[src/rtl/dbell_pkg.sv]
package dbell_pkg;
  localparam int WORD_W    = 32;
  localparam int TYPE_LSB  = 27;
  localparam int TYPE_W    = 5;
  localparam int BCAST_BIT = 26;
  localparam int EMB_TAG_W = 14;
  localparam int ID_W      = 20;
  localparam int KIND_W    = 3;

  localparam int KIND_NORM = 0;
  localparam int KIND_CRIT = 1;
  localparam int KIND_HYP  = 2;

  localparam logic [TYPE_W-1:0] EMB_T_NORM = 5'd0;
  localparam logic [TYPE_W-1:0] EMB_T_CRIT = 5'd1;
  localparam logic [TYPE_W-1:0] SRV_T_HYP  = 5'd5;

  // Type code to one-hot doorbell kind; zero means no-op.
  function automatic logic [KIND_W-1:0] decode_kind(input logic [TYPE_W-1:0] typ,
                                                    input logic srv);
    logic [KIND_W-1:0] k;
    k = '0;
    if (srv) begin
      if (typ == SRV_T_HYP) k[KIND_HYP] = 1'b1;
    end else begin
      if (typ == EMB_T_NORM) k[KIND_NORM] = 1'b1;
      if (typ == EMB_T_CRIT) k[KIND_CRIT] = 1'b1;
    end
    return k;
  endfunction

  // Whether a message operand targets a processor with the given ID.
  function automatic logic tag_match(input logic [WORD_W-1:0] word,
                                     input logic [ID_W-1:0] id,
                                     input logic srv);
    if (srv) return word[ID_W-1:0] == id;
    return word[BCAST_BIT] || (word[EMB_TAG_W-1:0] == id[EMB_TAG_W-1:0]);
  endfunction
endpackage

[src/rtl/dbell_type_decode.sv]
module dbell_type_decode
  import dbell_pkg::*;
(
  input  logic              en,
  input  logic [WORD_W-1:0] word,
  input  logic              srv,
  output logic [KIND_W-1:0] kind
);
  assign kind = en ? decode_kind(word[TYPE_LSB +: TYPE_W], srv) : '0;
endmodule

[src/rtl/dbell_tag_match.sv]
module dbell_tag_match
  import dbell_pkg::*;
#(
  parameter int NPROC = 4
) (
  input  logic                  srv,
  input  logic [WORD_W-1:0]     word,
  input  logic [NPROC*ID_W-1:0] ids,
  output logic [NPROC-1:0]      hit
);
  for (genvar p = 0; p < NPROC; p++) begin : g_cmp
    assign hit[p] = tag_match(word, ids[p*ID_W +: ID_W], srv);
  end
endmodule

[src/rtl/dbell_msg_unit.sv]
module dbell_msg_unit
  import dbell_pkg::*;
#(
  parameter int NPROC = 4,
  localparam int CPU_W = (NPROC > 1) ? $clog2(NPROC) : 1
) (
  input  logic                    clk,
  input  logic                    rst_n,
  input  logic                    flavour,
  input  logic                    snd_vld,
  input  logic [WORD_W-1:0]       snd_word,
  input  logic                    clr_vld,
  input  logic [WORD_W-1:0]       clr_word,
  input  logic [CPU_W-1:0]        clr_cpu,
  input  logic [NPROC*ID_W-1:0]   proc_ids,
  output logic [NPROC*KIND_W-1:0] set_mask,
  output logic [NPROC*KIND_W-1:0] clr_mask,
  output logic [NPROC-1:0]        hirq
);
  logic [KIND_W-1:0]       snd_kind;
  logic [KIND_W-1:0]       clr_kind;
  logic [NPROC-1:0]        snd_hit;
  logic [NPROC*KIND_W-1:0] set_nxt;
  logic [NPROC*KIND_W-1:0] clr_nxt;
  logic [NPROC-1:0]        irq_nxt;

  dbell_type_decode u_snd_dec (.en(snd_vld), .word(snd_word), .srv(flavour), .kind(snd_kind));
  dbell_type_decode u_clr_dec (.en(clr_vld), .word(clr_word), .srv(flavour), .kind(clr_kind));

  dbell_tag_match #(.NPROC(NPROC)) u_match (
    .srv(flavour), .word(snd_word), .ids(proc_ids), .hit(snd_hit)
  );

  always_comb begin
    for (int p = 0; p < NPROC; p++) begin
      set_nxt[p*KIND_W +: KIND_W] = snd_hit[p] ? snd_kind : '0;
      clr_nxt[p*KIND_W +: KIND_W] = (clr_cpu == CPU_W'(p))
                                  ? (clr_kind & ~set_nxt[p*KIND_W +: KIND_W]) : '0;
      irq_nxt[p] = snd_hit[p] && (snd_kind != '0);
    end
  end

  always_ff @(posedge clk) begin
    if (!rst_n) begin
      set_mask <= '0;
      clr_mask <= '0;
      hirq     <= '0;
    end else begin
      set_mask <= set_nxt;
      clr_mask <= clr_nxt;
      hirq     <= irq_nxt;
    end
  end
endmodule

[config.mk]
export PLATFORM = sky130hd
export DESIGN_NAME = dbell_msg_unit
export DESIGN_NICKNAME = d
export VERILOG_FILES = /design/src/rtl/dbell_pkg.sv /design/src/rtl/dbell_type_decode.sv /design/src/rtl/dbell_tag_match.sv /design/src/rtl/dbell_msg_unit.sv
export SDC_FILE = /design/constraint.sdc
export NUM_CORES = 1
export LEC_CHECK = 0
export BUFFER_PORTS_ARGS = -buffer_cell sky130_fd_sc_hd__buf_2
export CAP_MARGIN = 20
export CORE_ASPECT_RATIO = 0.8
export CORE_MARGIN = 2
export CORE_UTILIZATION = 33
export DETAILED_ROUTE_END_ITERATION = 6
export PLACE_DENSITY = 0.84
export SYNTH_ARGS = -nofsm -noshare
export SYNTH_HDL_FRONTEND = slang
export SYNTH_SLANG_ARGS = --single-unit
[constraint.sdc]
create_clock -name clk -period 1.3 [get_ports clk]
set_clock_uncertainty 0.15 [all_clocks]
set_input_delay 0.13 -clock clk [delete_from_list [all_inputs] [get_ports clk]]
set_output_delay 0.13 -clock clk [all_outputs]
set_load 0.03 [all_outputs]
==> results of run 1 <==
## synth_stat cells
master,n
a211oi_1,3
a21oi_1,6
a22o_1,2
a22o_2,1
and3_1,2
and3b_1,1
buf_2,1
clkbuf_1,2
dfxtp_1,28
nand2_1,4
nand2b_1,1
nand3_1,7
nand3b_1,3
nand4_1,7
nor2_1,32
nor2b_1,1
nor3_1,6
nor4_1,14
nor4b_1,2
o211ai_1,1
o2bb2ai_1,1
or2_2,1
or3b_2,1
xnor2_1,22
xor2_1,58
## cells in the final DEF, fill, tap and decap left out, types with 2 or more instances in the layout
master,count
xor2_1,51
xnor2_1,16
buf_2,128
xor2_4,2
nand2_1,4
nand3_1,7
a211oi_2,2
nor4_1,6
nand4_1,7
nand3b_1,3
dfxtp_1,28
clkbuf_8,3
and3_1,2
nor3_1,5
buf_4,17
nor2_1,26
a21oi_2,6
buf_6,16
xor2_2,5
buf_8,2
nor4_2,6
nor4b_2,2
nor4_4,2
nor2_2,6
xnor2_2,6
## flip-flops by register name, summed over array words and instances, names as in the netlist
name	flops
clr_mask	12
set_mask	12
hirq	4
## power by group through the flow
stage | logic, uW | registers [uW] | clock network (uW)
global route | 748 | 858 | 702
detailed placement | 552 | 878 | 0
finish | 698 | 858 | 666
floorplan | 235 | 880 | 0
global placement | 534 | 878 | 0
CTS | 624 | 858 | 666
## worst paths after layout
check	cells after the start	start	end
setup / recovery	7	snd_word[2]	clr_mask[9]$_SDFF_PN0_
hold / removal	3	clr_cpu[1]	clr_mask[10]$_SDFF_PN0_
## area by class of cell
type | instances | area (um2)
Clock buffer | 3 | 41.3
Clock inverter | 1 | 30.0
Fill cell | 389 | 1910
Multi-Input combinational cell | 176 | 1500
Sequential cell | 28 | 561
Tap cell | 62 | 77.6
Timing Repair Buffer | 164 | 998
## metrics by stage
stage	total power [uW]	worst slack, ps	utilization, %	cell area (um2)	hold WS (ps)
global placement	1410	-453	53.3	2730	331
CTS	2150	-27.9	58.9	3020	59.1
detailed placement	1430	-440	53.3	2730	329
global route	2310	-130	62.6	3210	80.4
finish	2220	-61.1	62.6	3210	50.4
floorplan	1110	1.65	-	1800	158
## metal layers
metal  part of all wire (%)  up-vias  GRT usage (%)
li1                       -     1033              -
met1                     38      982           23.5
met2                     52      115           37.4
met3                    5.8       22           1.65
met4                    3.2        0           6.25
met5                      0        -              0
## kinds of logic after synthesis
group,synth area share [%]
simple gates,23.5
compound gates,5.38
flops,31.3
xor+xnor,39.1
buf+inv,0.699
## what timing repair did
| item | in CTS | in global routing |
|---|---|---|
| setup buffers | 0 | 1 |
| gates resized for setup | 46 | 34 |
| pin swaps | 31 | 16 |
| setup endpoints to repair | 28 | 27 |
## worst max-delay path, stage by stage
cell,delay (ps)
buf_12,120
xor2_2,150
nor4_4,330
nand4_1,250
buf_4,220
a21oi_2,120
nor2_1,50
==> metrics.txt, run 1 <==
Max Clock Freq approximately 730 MHz; detailed placer's ending HPWL ~5.1 mm; clock slew at reported path FFs 90 ps; share of total power in combinational logic 31.4%; data required time of the critical path 1320 ps; Lkg Pwr ~0.0015 uW; count of buffers inserted at the top-level ports 145; CTS tree yes; power per cell area 693 nW/um2; diode insertion count for antenna repair 0; total gr overflow 0; number of global-route vias before repair approximately 2200; max-cap viol count 0; synthesized cell area 1790 um2; die span in y 69.9 um; relative contribution of the clock network to total power 30.0%; type of the most critical hold path in2reg; Cell Count Post-Placement between 400 and 500; worst-margin pin slew ~460 ps; number of DRC violations after detailed routing 0; number of nets in the finished design 524; Iteration-0 DRC Markers 142; kind of start point of the critical path primary input; Synth Warn # 0; Total GRT Usage 19.9%; switching power 579 uW; largest fanout of any net on the critical path 4; routed length per placed instance roughly 16 um; final period utilization 105%; cell types with the largest area share after synthesis dfxtp_1, xor2_1, xnor2_1, nor2_1, nor4_1; largest net degree at the start of global routing 17; total setup violations reported at the end of the flow 13; number of H-tree branching levels 1; via-per-instance ratio 4.96; proportion of power drawn by flip-flops and latches between 30 and 40%; global-route wire length before repair 9.58 mm; number of buffers created by CTS 3; violated checks setup timing; setup repair after global routing missed its margin yes; clock sinks 28; Distinct cells, synth 25; CTS Root Cell clkbuf_8; cell taking the most area after synthesis dfxtp_1; CORE AREA 5120 um2; starting utilization of the core area between 30% and 40%; synthesized netlist net count 358; Yosys top cell area share a little under a third; post-synthesis area per instance around 8.6 um2; fraction of layout cells with a size suffix above 1 between 50 and 60%; arrival time reported for the critical path endpoint 1380 ps; weighted congestion reported at the end of routability-driven placement approximately 0.86; x dimension of the die 86.4 um; standard-cell rows 23; overall die area 6030 um2; io pins approximately 180; total wirelength of the detailed-routed design 6.73 mm; sequential-to-total area share from yosys stat 31.3%; hold buffer count at CTS 0; min cycle time layout about 1400 ps; Routed Antenna Nets 0; Max rail drop VDD 0.324 mV; clk buf depth 2; setup ws final -61.1 ps; number of hold-slack violations in the final timing report 0; cell internal pwr 1640 uW; switching part of the total 26.1%; number of synthesized register bits 28; via count ~2200; number of standard cells in the final layout excluding fillers 434; Syn Inst Count 207; area grow syn2layout 79.2%; number of pins exceeding their max-slew limit in the final report 0; category of the worst setup path capture point register; Total Neg Setup Slack -387 ps; result of the run complete, but fails checks; initial antenna violation count 0; tightest slew margin relative to the limit 69.1%; start-to-end type of the worst setup path in2reg; detailed-routing iteration count for the pre-antenna-repair pass 4
Note: power is estimated with default switching activity, not from simulation.
==> run 2: changes to the inputs <==
- REMOVE_ABC_BUFFERS: default -> 1
==> run 2 against run 1 <==
  * The run still ends with setup timing left
  * Global-route usage about the same
  * Utilization up 0.59 points
  * Critical path depth unchanged
  * Sequential power about the same
  * Clock power down 32%
  * Critical path type unchanged
  * Critical endpoint is now clr_mask[7]$_SDFF_PN0_
  * Largest power group unchanged
  * Highest routed layer unchanged
==> metrics.txt, run 2 (synthesis gave the netlist of run 1 again) <==
number of H-tree branching levels 1; global-route wire length before repair 9.72 mm; x dimension of the die 86.4 um; io pins 179; clock slew at reported path FFs 90 ps; area grow syn2layout 80.9%; area of placed instances 2740 um2; Lkg Pwr 0.00149 uW; post-route total power 2020 uW; overall die area 6030 um2; end point of the most critical hold path clr_mask[1]$_SDFF_PN0_; min cycle time layout 1360 ps; number of hold-slack violations in the final timing report 0; max-cap viol count 0; most common cell after layout, fill and taps aside buf_2; WHS Path Cells 3; number of nets in the finished design 525; via count between 2000 and 2500; arrival time reported for the critical path endpoint 1370 ps; Max Clock Freq about 740 MHz; starting utilization of the core area 35.0%; start-to-end type of the worst setup path in2reg; Total GRT Usage 19.9%; tightest slew margin relative to the limit 62.1%; setup repair after global routing missed its margin yes; final period utilization 105%; detailed placer's ending HPWL 5.17 mm; summed area of non-filler cells in the final layout 3240 um2; sequential cell area 561 um2; count of buffers inserted at the top-level ports 145; clk buf depth 2; Layout Utilization 63.2%; Hold WS 68.9 ps; diode insertion count for antenna repair 0; CTS Root Cell clkbuf_8; number of buffers created by CTS 3; data required time of the critical path 1310 ps; CORE AREA 5120 um2; die span in y 69.9 um; total setup violations reported at the end of the flow 14; Hold Startpoint clr_word[27]; number of DRC violations after detailed routing 0; kind of start point of the critical path primary input; weighted congestion reported at the end of routability-driven placement 0.941; combined area of the multi-input logic cells between 1500 and 2000 um2; biggest registers after layout clr_mask: 12 flops, set_mask: 12 flops, hirq: 4 flops; setup slack after placement -431 ps; detailed-routing iteration count for the pre-antenna-repair pass 4; category of the worst setup path capture point register; routed length per placed instance 14.9 um; via-per-instance ratio 4.95; CTS tree yes; initial antenna violation count 0; number of pins exceeding their max-slew limit in the final report 0; standard-cell rows 23; Filler Cell Count 418; Iteration-0 DRC Markers approximately 150; largest fanout of any net on the critical path 4; Max rail drop VDD 0.312 mV; number of global-route vias before repair 2229; most used cells in the layout excluding fill and tap cells buf_2, xor2_1, dfxtp_1; worst-margin pin slew 567 ps; violated checks setup timing; result of the run complete, but fails checks; largest net degree at the start of global routing 15; fraction of layout cells with a size suffix above 1 59.1%; clock sinks 28; setup ws final -59.3 ps; power per cell area 625 nW/um2; type of the most critical hold path in2reg; Routed Antenna Nets 0; total wirelength of the detailed-routed design 6.46 mm; total gr overflow 0
run 2: metrics by stage:
step	cells	TNS, ps
2_1_floorplan	204	-583
3_3_place_gp	430	-9820
3_5_place_dp	430	-10520
4_1_cts	434	-336
5_1_grt	434	-1520
6_report	434	-411
run 2: final cells by class:
type | instances | share of cell area [%]
multi-input cells | 176 | 47.7
well taps | 62 | 2.40
flip-flops and latches | 28 | 17.3
repair buffers | 165 | 31.3
clock buffers | 3 | 1.28
run 2: per-layer routing:
| layer | vias up | part of all wire (%) | track usage, % | routed length (um) |
|---|---|---|---|---|
| met5 | - | 0 | 0 | 0 |
| met4 | 0 | 2.2 | 5.90 | 144 |
| met3 | 17 | 7.6 | 2.25 | 490 |
| met2 | 121 | 52 | 36.4 | 3350 |
| met1 | 978 | 38 | 24.1 | 2470 |
| li1 | 1033 | - | - | - |
run 2: how the worst max path moves through the flow:
| stage | from | cells past startpoint | slack, ps | to |
|---|---|---|---|---|
| floorplan | snd_word[28] | 5 | -90 | clr_mask[3]$_SDFF_PN0_ |
| detailed placement | snd_word[6] | 6 | -430 | set_mask[8]$_SDFF_PN0_ |
| CTS | snd_word[10] | 7 | -60 | set_mask[11]$_SDFF_PN0_ |
| global placement | snd_word[6] | 6 | -410 | hirq[1]$_SDFF_PN0_ |
| finish | snd_word[6] | 7 | -60 | clr_mask[7]$_SDFF_PN0_ |
| global route | proc_ids[70] | 7 | -120 | set_mask[10]$_SDFF_PN0_ |
run 2: repair_timing:
action                                 in CTS  in global routing
endpoints found under the hold margin       0                  0
buffers inserted                            1                  0
pin swaps                                  22                 33
hold buffers                                0                  0
resized for setup                          33                 60
gates cloned                                0                  0
setup endpoints to repair                  28                 28
run 2: worst max-delay path: stages:
cell and delay [ps]:
buf_12 110, xor2_2 170, nor4_2 340, nand4_1 220, buf_4 210, a21oi_2 130, nor2_1 60
run 2: report_power, final:
group	internal [uW]	total (uW)	switching [uW]
Combinational	383	711	328
Sequential	858	858	0.212
Clock	208	454	246
==> run 3: changes to the inputs <==
- CORE_MARGIN: 2 -> default
- SKIP_CTS_REPAIR_TIMING: default -> 1
==> run 3 against run 2 <==
  * The run ends with DRC, setup timing left
  * Routed wire length up 7.1%
  * Clock power grew 16%
  * Non-clock buffer count down 1
  * Largest power group unchanged
  * Critical endpoint is now set_mask[10]$_SDFF_PN0_
  * Critical path type unchanged
  * Sequential power about the same
  * Via count is 0.70% higher
  * Fmax shrank 5.7%
  * Critical path depth down 1
==> metrics.txt, run 3 (synthesis gave the netlist of run 1 again) <==
type of the most critical hold path in2reg; critical path's largest stage delay around 360 ps; total wirelength of the detailed-routed design 6.92 mm; standard-cell rows 23; start-to-end type of the worst setup path in2reg; slowest stage cell on the critical path nor4_2; biggest registers after layout clr_mask: 12 flops, set_mask: 12 flops, hirq: 4 flops; crit-path cells buf_2 > xor2_1 > nor4_2 > nand4_1 > a22o_1 > nor2_1; largest net degree at the start of global routing 16; final period utilization 111%; kind of start point of the critical path primary input; detailed placer's ending HPWL 5.12 mm; tightest slew margin relative to the limit 67.5%; Total Neg Setup Slack -1210 ps; CTS Root Cell clkbuf_8; number of buffers created by CTS 3; Routed Antenna Nets 0; total gr overflow 0; min cycle time layout 1440 ps; clk buf depth 2; most common cell after layout, fill and taps aside buf_2; violated checks DRC, setup timing; global-route wire length before repair 9.24 mm; power per cell area 644 nW/um2; number of global-route vias before repair 2068; number of H-tree branching levels 1; area grow syn2layout 81.4%; initial antenna violation count 0; starting utilization of the core area 35.0%; Max rail drop VDD 0.413 mV; Critical path buffers and inverters 1; max-cap viol count 0; data required time of the critical path around 1400 ps; Total GRT Usage 20.4%; routed length per placed instance 15.9 um; io pins between 150 and 200; Filler Cell Count 411; Iteration-0 DRC Markers 143; area of placed instances 2710 um2; arrival time reported for the critical path endpoint 1490 ps; largest delay contributor family on the critical path simple AND/OR/NAND/NOR gates; most used cells in the layout excluding fill and tap cells buf_2, xor2_1, dfxtp_1; clock slew at reported path FFs 90 ps; result of the run complete, but fails checks; die span in y just under 70 um; detailed-routing iteration count for the pre-antenna-repair pass 7; Hold WS 66.5 ps; number of pins exceeding their max-slew limit in the final report 0; largest fanout of any net on the critical path 4; diode insertion count for antenna repair 0; category of the worst setup path capture point register; Max Clock Freq between 600 and 700 MHz; via count ~2200; clock sinks 28; Lkg Pwr 0.00147 uW; CTS tree yes; via-per-instance ratio between 4 and 5; count of buffers inserted at the top-level ports 145; setup ws final -141 ps; worst-margin pin slew roughly 490 ps; setup slack after placement -503 ps; number of nets in the finished design 524; number of DRC violations after detailed routing 5; x dimension of the die 84.4 um; weighted congestion reported at the end of routability-driven placement between 0.8 and 0.9; fraction of layout cells with a size suffix above 1 60.2%; overall die area roughly 5700 um2; number of hold-slack violations in the final timing report 0; total setup violations reported at the end of the flow 19; summed area of non-filler cells in the final layout 3250 um2; CORE AREA 5120 um2; setup repair after global routing missed its margin yes
[run 3: cell types whose count changed in the layout (fill, tap and decap cells not counted), sizes merged]
cell,previous run,this run
clkbuf,3,4
buf,165,164
[run 3: worst paths after layout]
check	to	cells past startpoint	from	slack (ps)
max	set_mask[10]$_SDFF_PN0_	6	proc_ids[69]	-140
min	clr_mask[4]$_SDFF_PN0_	3	clr_cpu[0]	70
[run 3: through the flow]
| step | total power, uW | cells | util (%) |
|---|---|---|---|
| 3_3_place_gp | 1410 | 428 | 52.9 |
| 5_1_grt | 2190 | 434 | 63.4 |
| 2_1_floorplan | 1100 | 204 | - |
| 3_5_place_dp | 1430 | 428 | 52.9 |
| 6_report | 2090 | 434 | 63.4 |
| 4_1_cts | 1940 | 432 | 54.0 |
[run 3: layout make-up]
cell class / count / area [um2] / share of cell area [%]
Clock buffer: 4 / 55.1 / 1.69
Sequential cell: 28 / 561 / 17.3
Tap cell: 62 / 77.6 / 2.39
Multi-Input combinational cell: 176 / 1540 / 47.5
Timing Repair Buffer: 164 / 1010 / 31.1
[run 3: where the power goes]
| part | internal, uW | leakage, uW | switching, uW |
|---|---|---|---|
| sequential | 858 | 0.000225 | 0.241 |
| combinational | 378 | 0.00122 | 329 |
| clock | 271 | 0.0000288 | 255 |
[run 3: metal layers]
layer	part of all wire, %	up-vias	GRT usage (%)
met5	0	-	0
met4	3.1	0	6.36
met3	6.9	28	1.69
met2	53	148	39.4
met1	37	961	24.8
li1	-	1027	-
